File: config.mk
export PLATFORM = sky130hd
export DESIGN_NAME = sect_guard_top
export DESIGN_NICKNAME = d
export VERILOG_FILES = /design/src/rtl/sgp_pkg.sv /design/src/rtl/sgp_spi_front.sv /design/src/rtl/sgp_cmd_fsm.sv /design/src/rtl/sgp_prot_store.sv /design/src/rtl/sect_guard_top.sv
export SDC_FILE = /design/constraint.sdc
export NUM_CORES = 1
export LEC_CHECK = 0
export BUFFER_PORTS_ARGS = -buffer_cell sky130_fd_sc_hd__buf_2
export CAP_MARGIN = 20
export CORE_ASPECT_RATIO = 0.6
export CORE_UTILIZATION = 52
export DETAILED_ROUTE_END_ITERATION = 10
export PLACE_DENSITY = 0.72
export RECOVER_POWER = 25
export SYNTH_ARGS = -nofsm -noshare
export SYNTH_HDL_FRONTEND = slang
export SYNTH_SLANG_ARGS = --single-unit
File: constraint.sdc
create_clock -name clk -period 5.3 [get_ports clk]
set_clock_uncertainty 0.1 [all_clocks]
set_input_delay 0.53 -clock clk [delete_from_list [all_inputs] [get_ports clk]]
set_output_delay 0.53 -clock clk [all_outputs]
set_load 0.05 [all_outputs]
File: src/rtl/sgp_pkg.sv
package sgp_pkg;

    localparam int BYTE_W = 8;

    typedef enum logic [2:0] {
        ST_IDLE,
        ST_HDR_PROG,
        ST_HDR_READ,
        ST_PROG_DATA,
        ST_READ_DATA,
        ST_STATUS,
        ST_DISCARD
    } sgp_state_e;

    localparam logic [BYTE_W-1:0] CODE_OPEN  = 8'h00;
    localparam logic [BYTE_W-1:0] CODE_GUARD = 8'hFF;

endpackage

File: src/rtl/sgp_spi_front.sv
module sgp_spi_front
    import sgp_pkg::*;
(
    input  logic              clk,
    input  logic              rst_n,
    input  logic              cs_n,
    input  logic              sck,
    input  logic              mosi,
    input  logic [BYTE_W-1:0] tx_byte,
    output logic [BYTE_W-1:0] rx_byte,
    output logic              rx_valid,
    output logic              tx_load,
    output logic              sel,
    output logic              cs_rise,
    output logic              miso
);

    localparam int BCW = $clog2(BYTE_W);

    logic cs_s1, cs_s2, cs_s3;
    logic ck_s1, ck_s2, ck_s3;
    logic mo_s1, mo_s2;
    logic sck_rise, sck_fall;

    logic [BCW-1:0]    bit_cnt;
    logic [BYTE_W-2:0] rx_sh;
    logic [BYTE_W-1:0] tx_sh;
    logic              load_pend;

    always_ff @(posedge clk or negedge rst_n) begin
        if (!rst_n) begin
            cs_s1 <= 1'b1;
            cs_s2 <= 1'b1;
            cs_s3 <= 1'b1;
            ck_s1 <= 1'b0;
            ck_s2 <= 1'b0;
            ck_s3 <= 1'b0;
            mo_s1 <= 1'b0;
            mo_s2 <= 1'b0;
        end else begin
            cs_s1 <= cs_n;
            cs_s2 <= cs_s1;
            cs_s3 <= cs_s2;
            ck_s1 <= sck;
            ck_s2 <= ck_s1;
            ck_s3 <= ck_s2;
            mo_s1 <= mosi;
            mo_s2 <= mo_s1;
        end
    end

    assign sel      = ~cs_s2;
    assign cs_rise  = cs_s2 & ~cs_s3;
    assign sck_rise = sel & ck_s2 & ~ck_s3;
    assign sck_fall = sel & ~ck_s2 & ck_s3;
    assign tx_load  = sck_fall & load_pend;

    always_ff @(posedge clk or negedge rst_n) begin
        if (!rst_n) begin
            bit_cnt   <= '0;
            rx_sh     <= '0;
            rx_byte   <= '0;
            rx_valid  <= 1'b0;
            load_pend <= 1'b0;
            tx_sh     <= '0;
        end else if (!sel) begin
            bit_cnt   <= '0;
            rx_valid  <= 1'b0;
            load_pend <= 1'b0;
            tx_sh     <= '0;
        end else begin
            rx_valid <= 1'b0;
            if (sck_rise) begin
                rx_sh   <= {rx_sh[BYTE_W-3:0], mo_s2};
                bit_cnt <= bit_cnt + 1'b1;
                if (bit_cnt == BCW'(BYTE_W-1)) begin
                    rx_byte   <= {rx_sh, mo_s2};
                    rx_valid  <= 1'b1;
                    load_pend <= 1'b1;
                end
            end
            if (sck_fall) begin
                if (load_pend) begin
                    tx_sh     <= tx_byte;
                    load_pend <= 1'b0;
                end else begin
                    tx_sh <= {tx_sh[BYTE_W-2:0], 1'b0};
                end
            end
        end
    end

    assign miso = sel & tx_sh[BYTE_W-1];

endmodule

File: src/rtl/sgp_cmd_fsm.sv
module sgp_cmd_fsm
    import sgp_pkg::*;
#(
    parameter int          SECTORS = 8,
    parameter logic [31:0] PROG_OP = 32'h3D2A7FFC,
    parameter logic [31:0] READ_OP = 32'h32000000,
    parameter logic [7:0]  STAT_OP = 8'hD7
) (
    input  logic                       clk,
    input  logic                       rst_n,
    input  logic                       sel,
    input  logic                       cs_rise,
    input  logic                       rx_valid,
    input  logic [BYTE_W-1:0]          rx_byte,
    input  logic                       tx_load,
    input  logic                       busy,
    input  logic [BYTE_W-1:0]          rd_byte,
    output logic [BYTE_W-1:0]          tx_byte,
    output logic [$clog2(SECTORS)-1:0] rd_idx,
    output logic [$clog2(SECTORS)-1:0] wr_idx,
    output logic                       stage_start,
    output logic                       stage_we,
    output logic                       commit
);

    localparam int IDXW = $clog2(SECTORS);
    localparam logic [IDXW-1:0] LAST_IDX = IDXW'(SECTORS - 1);

    sgp_state_e        state, nxt;
    logic [1:0]        hdr_cnt;
    logic [BYTE_W-1:0] hdr_exp;
    logic              hdr_ok, hdr_last, in_hdr;

    function automatic logic [BYTE_W-1:0] hdr_byte(input logic [31:0] op,
                                                   input logic [1:0]  n);
        unique case (n)
            2'd0:    return op[23:16];
            2'd1:    return op[15:8];
            default: return op[7:0];
        endcase
    endfunction

    assign in_hdr   = (state == ST_HDR_PROG) || (state == ST_HDR_READ);
    assign hdr_exp  = (state == ST_HDR_READ) ? hdr_byte(READ_OP, hdr_cnt)
                                             : hdr_byte(PROG_OP, hdr_cnt);
    assign hdr_ok   = (rx_byte == hdr_exp);
    assign hdr_last = (hdr_cnt == 2'd2);

    // state register
    always_ff @(posedge clk or negedge rst_n) begin
        if (!rst_n) state <= ST_IDLE;
        else        state <= nxt;
    end

    // next state
    always_comb begin
        nxt = state;
        if (!sel) begin
            nxt = ST_IDLE;
        end else if (rx_valid) begin
            unique case (state)
                ST_IDLE: begin
                    if (rx_byte == STAT_OP)               nxt = ST_STATUS;
                    else if (busy)                        nxt = ST_DISCARD;
                    else if (rx_byte == PROG_OP[31:24])   nxt = ST_HDR_PROG;
                    else if (rx_byte == READ_OP[31:24])   nxt = ST_HDR_READ;
                    else                                  nxt = ST_DISCARD;
                end
                ST_HDR_PROG: begin
                    if (!hdr_ok)       nxt = ST_DISCARD;
                    else if (hdr_last) nxt = ST_PROG_DATA;
                end
                ST_HDR_READ: begin
                    if (!hdr_ok)       nxt = ST_DISCARD;
                    else if (hdr_last) nxt = ST_READ_DATA;
                end
                ST_PROG_DATA, ST_READ_DATA, ST_STATUS, ST_DISCARD: nxt = state;
                default: nxt = ST_IDLE;
            endcase
        end
    end

    // header and index counters
    always_ff @(posedge clk or negedge rst_n) begin
        if (!rst_n) begin
            hdr_cnt <= '0;
            wr_idx  <= '0;
            rd_idx  <= '0;
        end else begin
            if (state != nxt)            hdr_cnt <= '0;
            else if (rx_valid && in_hdr) hdr_cnt <= hdr_cnt + 1'b1;

            if (stage_start)   wr_idx <= '0;
            else if (stage_we) wr_idx <= (wr_idx == LAST_IDX) ? '0 : wr_idx + 1'b1;

            if (state != ST_READ_DATA) rd_idx <= '0;
            else if (tx_load)          rd_idx <= (rd_idx == LAST_IDX) ? '0 : rd_idx + 1'b1;
        end
    end

    // outputs
    always_comb begin
        stage_start = sel && rx_valid && (state == ST_HDR_PROG) && hdr_ok && hdr_last;
        stage_we    = sel && rx_valid && (state == ST_PROG_DATA);
        commit      = cs_rise && (state == ST_PROG_DATA);
        unique case (state)
            ST_STATUS:    tx_byte = {~busy, {(BYTE_W-1){1'b0}}};
            ST_READ_DATA: tx_byte = rd_byte;
            default:      tx_byte = '0;
        endcase
    end

endmodule

File: src/rtl/sgp_prot_store.sv
module sgp_prot_store
    import sgp_pkg::*;
#(
    parameter int SECTORS     = 8,
    parameter int PROG_CYCLES = 250000
) (
    input  logic                       clk,
    input  logic                       rst_n,
    input  logic                       stage_start,
    input  logic                       stage_we,
    input  logic [$clog2(SECTORS)-1:0] wr_idx,
    input  logic [BYTE_W-1:0]          wr_data,
    input  logic                       commit,
    input  logic [$clog2(SECTORS)-1:0] rd_idx,
    output logic [BYTE_W-1:0]          rd_byte,
    output logic                       busy,
    output logic [SECTORS-1:0]         locked,
    output logic [SECTORS-1:0]         unknown
);

    localparam int CW = $clog2(PROG_CYCLES + 1);

    logic [BYTE_W-1:0] stage_q [SECTORS];
    logic [SECTORS-1:0] written_q;
    logic [BYTE_W-1:0] prot_q  [SECTORS];
    logic [SECTORS-1:0] unk_q;
    logic [CW-1:0]      timer_q;

    always_ff @(posedge clk or negedge rst_n) begin
        if (!rst_n) begin
            written_q <= '0;
            for (int i = 0; i < SECTORS; i++) stage_q[i] <= '0;
        end else if (stage_start) begin
            written_q <= '0;
        end else if (stage_we) begin
            stage_q[wr_idx]   <= wr_data;
            written_q[wr_idx] <= 1'b1;
        end
    end

    always_ff @(posedge clk or negedge rst_n) begin
        if (!rst_n) begin
            unk_q <= '0;
            for (int i = 0; i < SECTORS; i++) prot_q[i] <= CODE_GUARD;
        end else if (commit) begin
            for (int i = 0; i < SECTORS; i++) begin
                if (written_q[i]) begin
                    prot_q[i] <= stage_q[i];
                    unk_q[i]  <= (stage_q[i] != CODE_OPEN) && (stage_q[i] != CODE_GUARD);
                end else begin
                    unk_q[i]  <= 1'b1;
                end
            end
        end
    end

    always_ff @(posedge clk or negedge rst_n) begin
        if (!rst_n)             timer_q <= '0;
        else if (commit)        timer_q <= CW'(PROG_CYCLES);
        else if (timer_q != '0) timer_q <= timer_q - 1'b1;
    end

    assign busy    = (timer_q != '0);
    assign rd_byte = prot_q[rd_idx];

    for (genvar g = 0; g < SECTORS; g++) begin : g_sect
        assign unknown[g] = unk_q[g];
        assign locked[g]  = unk_q[g] | (prot_q[g] != CODE_OPEN);
    end

endmodule

File: src/rtl/sect_guard_top.sv
module sect_guard_top
    import sgp_pkg::*;
#(
    parameter int          SECTORS     = 8,
    parameter int          PROG_CYCLES = 250000,
    parameter logic [31:0] PROG_OP     = 32'h3D2A7FFC,
    parameter logic [31:0] READ_OP     = 32'h32000000,
    parameter logic [7:0]  STAT_OP     = 8'hD7
) (
    input  logic               clk,
    input  logic               rst_n,
    input  logic               cs_n,
    input  logic               sck,
    input  logic               mosi,
    output logic               miso,
    output logic [SECTORS-1:0] sect_locked,
    output logic [SECTORS-1:0] sect_unknown
);

    localparam int IDXW = $clog2(SECTORS);

    logic [BYTE_W-1:0] rx_byte, tx_byte, rd_byte;
    logic              rx_valid, tx_load, sel, cs_rise;
    logic              busy, commit, stage_start, stage_we;
    logic [IDXW-1:0]   rd_idx, wr_idx;

    sgp_spi_front front_i (
        .clk      (clk),
        .rst_n    (rst_n),
        .cs_n     (cs_n),
        .sck      (sck),
        .mosi     (mosi),
        .tx_byte  (tx_byte),
        .rx_byte  (rx_byte),
        .rx_valid (rx_valid),
        .tx_load  (tx_load),
        .sel      (sel),
        .cs_rise  (cs_rise),
        .miso     (miso)
    );

    sgp_cmd_fsm #(
        .SECTORS (SECTORS),
        .PROG_OP (PROG_OP),
        .READ_OP (READ_OP),
        .STAT_OP (STAT_OP)
    ) fsm_i (
        .clk         (clk),
        .rst_n       (rst_n),
        .sel         (sel),
        .cs_rise     (cs_rise),
        .rx_valid    (rx_valid),
        .rx_byte     (rx_byte),
        .tx_load     (tx_load),
        .busy        (busy),
        .rd_byte     (rd_byte),
        .tx_byte     (tx_byte),
        .rd_idx      (rd_idx),
        .wr_idx      (wr_idx),
        .stage_start (stage_start),
        .stage_we    (stage_we),
        .commit      (commit)
    );

    sgp_prot_store #(
        .SECTORS     (SECTORS),
        .PROG_CYCLES (PROG_CYCLES)
    ) store_i (
        .clk         (clk),
        .rst_n       (rst_n),
        .stage_start (stage_start),
        .stage_we    (stage_we),
        .wr_idx      (wr_idx),
        .wr_data     (rx_byte),
        .commit      (commit),
        .rd_idx      (rd_idx),
        .rd_byte     (rd_byte),
        .busy        (busy),
        .locked      (sect_locked),
        .unknown     (sect_unknown)
    );

endmodule

==> results.cfg <==
[die]
ios = 22
dieWidth_um = 179
initial_utilization = 0.535
core-area_um2 = 18200
die_h_um = 108
num_rows = 38
dieArea_um2 = 19300

[critical_path]
path_max_fanout = 117
end_kind = asynchronous set/reset pin
startpoint_type = input port
required_ps = 5770
worstSetupPathType = in2async
crit_family = buffers and inverters
cp.buffers_inverters = 2
worstPathCellList = clkbuf_2 -> buf_4
worst_path_max_delay_cell = clkbuf_2
cp_data_arrival_time_ps = 3460
crit_path_max_incr_delay_ps = 2000

[global_route]
grt.total_usage = 0.252
grt_overflow = 0
grt_max_degree = 118
antenna_found_initial = 0
grt_pass1_wl_mm = 36.6
grt_pass1_vias = 6325

[power]
power_density_nw_per_um2 = 294
p_leak_nw = 4.85
ir_drop_mv = 0.251

[route]
drtIter0Drc = 637
final_antenna_net_count = 0
num_vias = 6520
wl_per_cell_um = 22.4
drc = 0
firstDrtPassIters = 7
drt-total-wl_mm = 23.4
viasPerCell = 6.25

[place]
gp_congestion = 0.953
port_buffers = 21
pre_cts_ws_ps = 2410
hpwlAfterDp_mm = 16.1
placed_cell_area_um2 = 9990

[clock_tree]
clk_latency_ps = 500
postCtsResizedCells = 0
cts_hold_buffers = 0
cts_tree = yes
cts_setup_buffers = 0
root_buffer = clkbuf_16
numCtsBuffers = 21
clk_pin_slew_ps = 60
clk_path_buf_depth = 3
cts_sinks = 209
cts_htree_levels = 1

[synthesis]
async_flop_share = 1.00
yosysWarnings = 0
ys_types = 66
synthFlopType = dfrtp_1
synth_nets = 799
ys_seq_area_frac = 0.546
synthCells = 782
yosys_register_bits = 209
synth_edf_count = 0
syn_area_per_cell_um2 = 12.4
syn_area_um2 = 9730

[sta]
slew_headroom = -0.929
hold_viol = 0
rsz0062_at_grt = false
max_freq_mhz = 334
timing.final.crit_share = 0.565
worst_pin_slew_ps = 2890
finalSetupViolCount = 0
min_period_ps = 2990
fin_setup_tns_ps = 0
finalMaxSlewViolations = 118
worst_slack_ps = 2310

[hold_path]
min_path_type = in2reg

[final_layout]
final_nets = 805
stdcell_area_um2 = 10700
antenna_cells = 0
drive_gt1_frac = 0.364
n_fill_cell = 1462
syn_to_final_growth_pct = 9.50

[job]
drv_cap = 1

[status]
status = finished with violations
violations = capacitance limit, slew limit
area by class of cell:
type	instances	area, um^2	share of cell area
timing repair buffer	24	148	0.0139
clock buffer	32	607	0.0569
inverter	9	33.8	0.00317
sequential	209	5310	0.499
clock inverter	6	40.0	0.00376
multi-input combinational	523	4220	0.396
tap	240	300	0.0282
synthesized netlist by cell type (7+ instances only):
cell / number / area [um^2]
a21oi_1: 19 / 95.1
a221oi_1: 7 / 61.3
and3_1: 9 / 56.3
clkbuf_1: 27 / 101
dfrtp_1: 142 / 3550
dfstp_2: 67 / 1760
ha_1: 12 / 150
inv_1: 8 / 30.0
mux2_2: 140 / 1580
mux2i_1: 7 / 70.1
mux4_2: 16 / 360
nand2_1: 53 / 199
nand2b_1: 8 / 50.1
nand3_1: 15 / 75.1
nand4_1: 21 / 131
nor2_1: 55 / 206
nor3_1: 22 / 110
nor4_1: 29 / 181
o21ai_0: 24 / 120
xnor2_1: 8 / 70.1
registers in the layout, indices dropped and copies added (netlist names), 2 cells and up:
register	cells
fsm_i.wr_idx	3
front_i.rx_sh	7
store_i.timer_q	18
fsm_i.rd_idx	3
store_i.unknown	8
front_i.bit_cnt	3
store_i.stage_q	64
front_i.tx_sh	8
fsm_i.hdr_cnt	2
fsm_i.state	3
front_i.rx_byte	8
store_i.prot_q	64
store_i.written_q	8
metrics by stage:
stage	util	hold slack, ps	cells	power, W
floorplan	-	134	782	0.00170
global placement	0.549	243	1004	0.00174
detailed placement	0.549	243	1004	0.00175
CTS	0.584	15.9	1042	0.00316
global route	0.585	18.5	1043	0.00324
finish	0.585	29.2	1043	0.00313
worst paths after layout:
kind | start | to | slack (ps) | depth (start not counted)
hold reg to reg | front_i.cs_s1 | front_i.cs_s2 | 260 | 0
hold / removal | cs_n | front_i.cs_s1 | 30 | 1
setup reg to reg | fsm_i.state[0] | store_i.unknown[7] | 2310 | 5
min in group asynchronous | rst_n | store_i.stage_q[8] | 860 | 1
max in group clk | fsm_i.state[0] | store_i.unknown[7] | 2310 | 5
setup / recovery | rst_n | store_i.stage_q[56] | 2310 | 2
per-layer routing:
metal / vias up / global-route usage / routed length (um) / share of wire
li1: 2900 / - / - / -
met1: 3377 / 0.396 / 11400 / 0.49
met2: 206 / 0.345 / 9640 / 0.41
met3: 37 / 0.0661 / 1840 / 0.079
met4: 0 / 0.0575 / 457 / 0.020
met5: - / 0 / 0 / 0
placed cells by master, fill, tap and decap left out, types with 9 or more instances in the layout:
| cell type | instances |
|---|---|
| clkbuf_16 | 21 |
| and3_1 | 9 |
| buf_2 | 20 |
| nor3_1 | 22 |
| dfstp_2 | 67 |
| nor2_1 | 55 |
| ha_1 | 12 |
| dfrtp_1 | 142 |
| nor4_1 | 29 |
| nand3_1 | 15 |
| nand4_1 | 21 |
| mux2_2 | 140 |
| o21ai_0 | 24 |
| a21oi_1 | 19 |
| nand2_1 | 53 |
| mux4_2 | 16 |
power breakdown:
part           internal, W  total (W)  switching (W)
Sequential         0.00163    0.00165      0.0000212
Combinational    0.0000245  0.0000680      0.0000435
Clock             0.000796    0.00141       0.000619
kinds of logic after synthesis:
group / synth area share
AND/OR/NAND/NOR: 0.137
flip-flops: 0.546
multiplexers: 0.208
AO/OA/AOI/OAI: 0.0614
buffers and inverters: 0.0210
XOR/XNOR: 0.0117
adder cells (fa/ha/maj): 0.0154
Note: power is estimated with default switching activity, not from simulation.
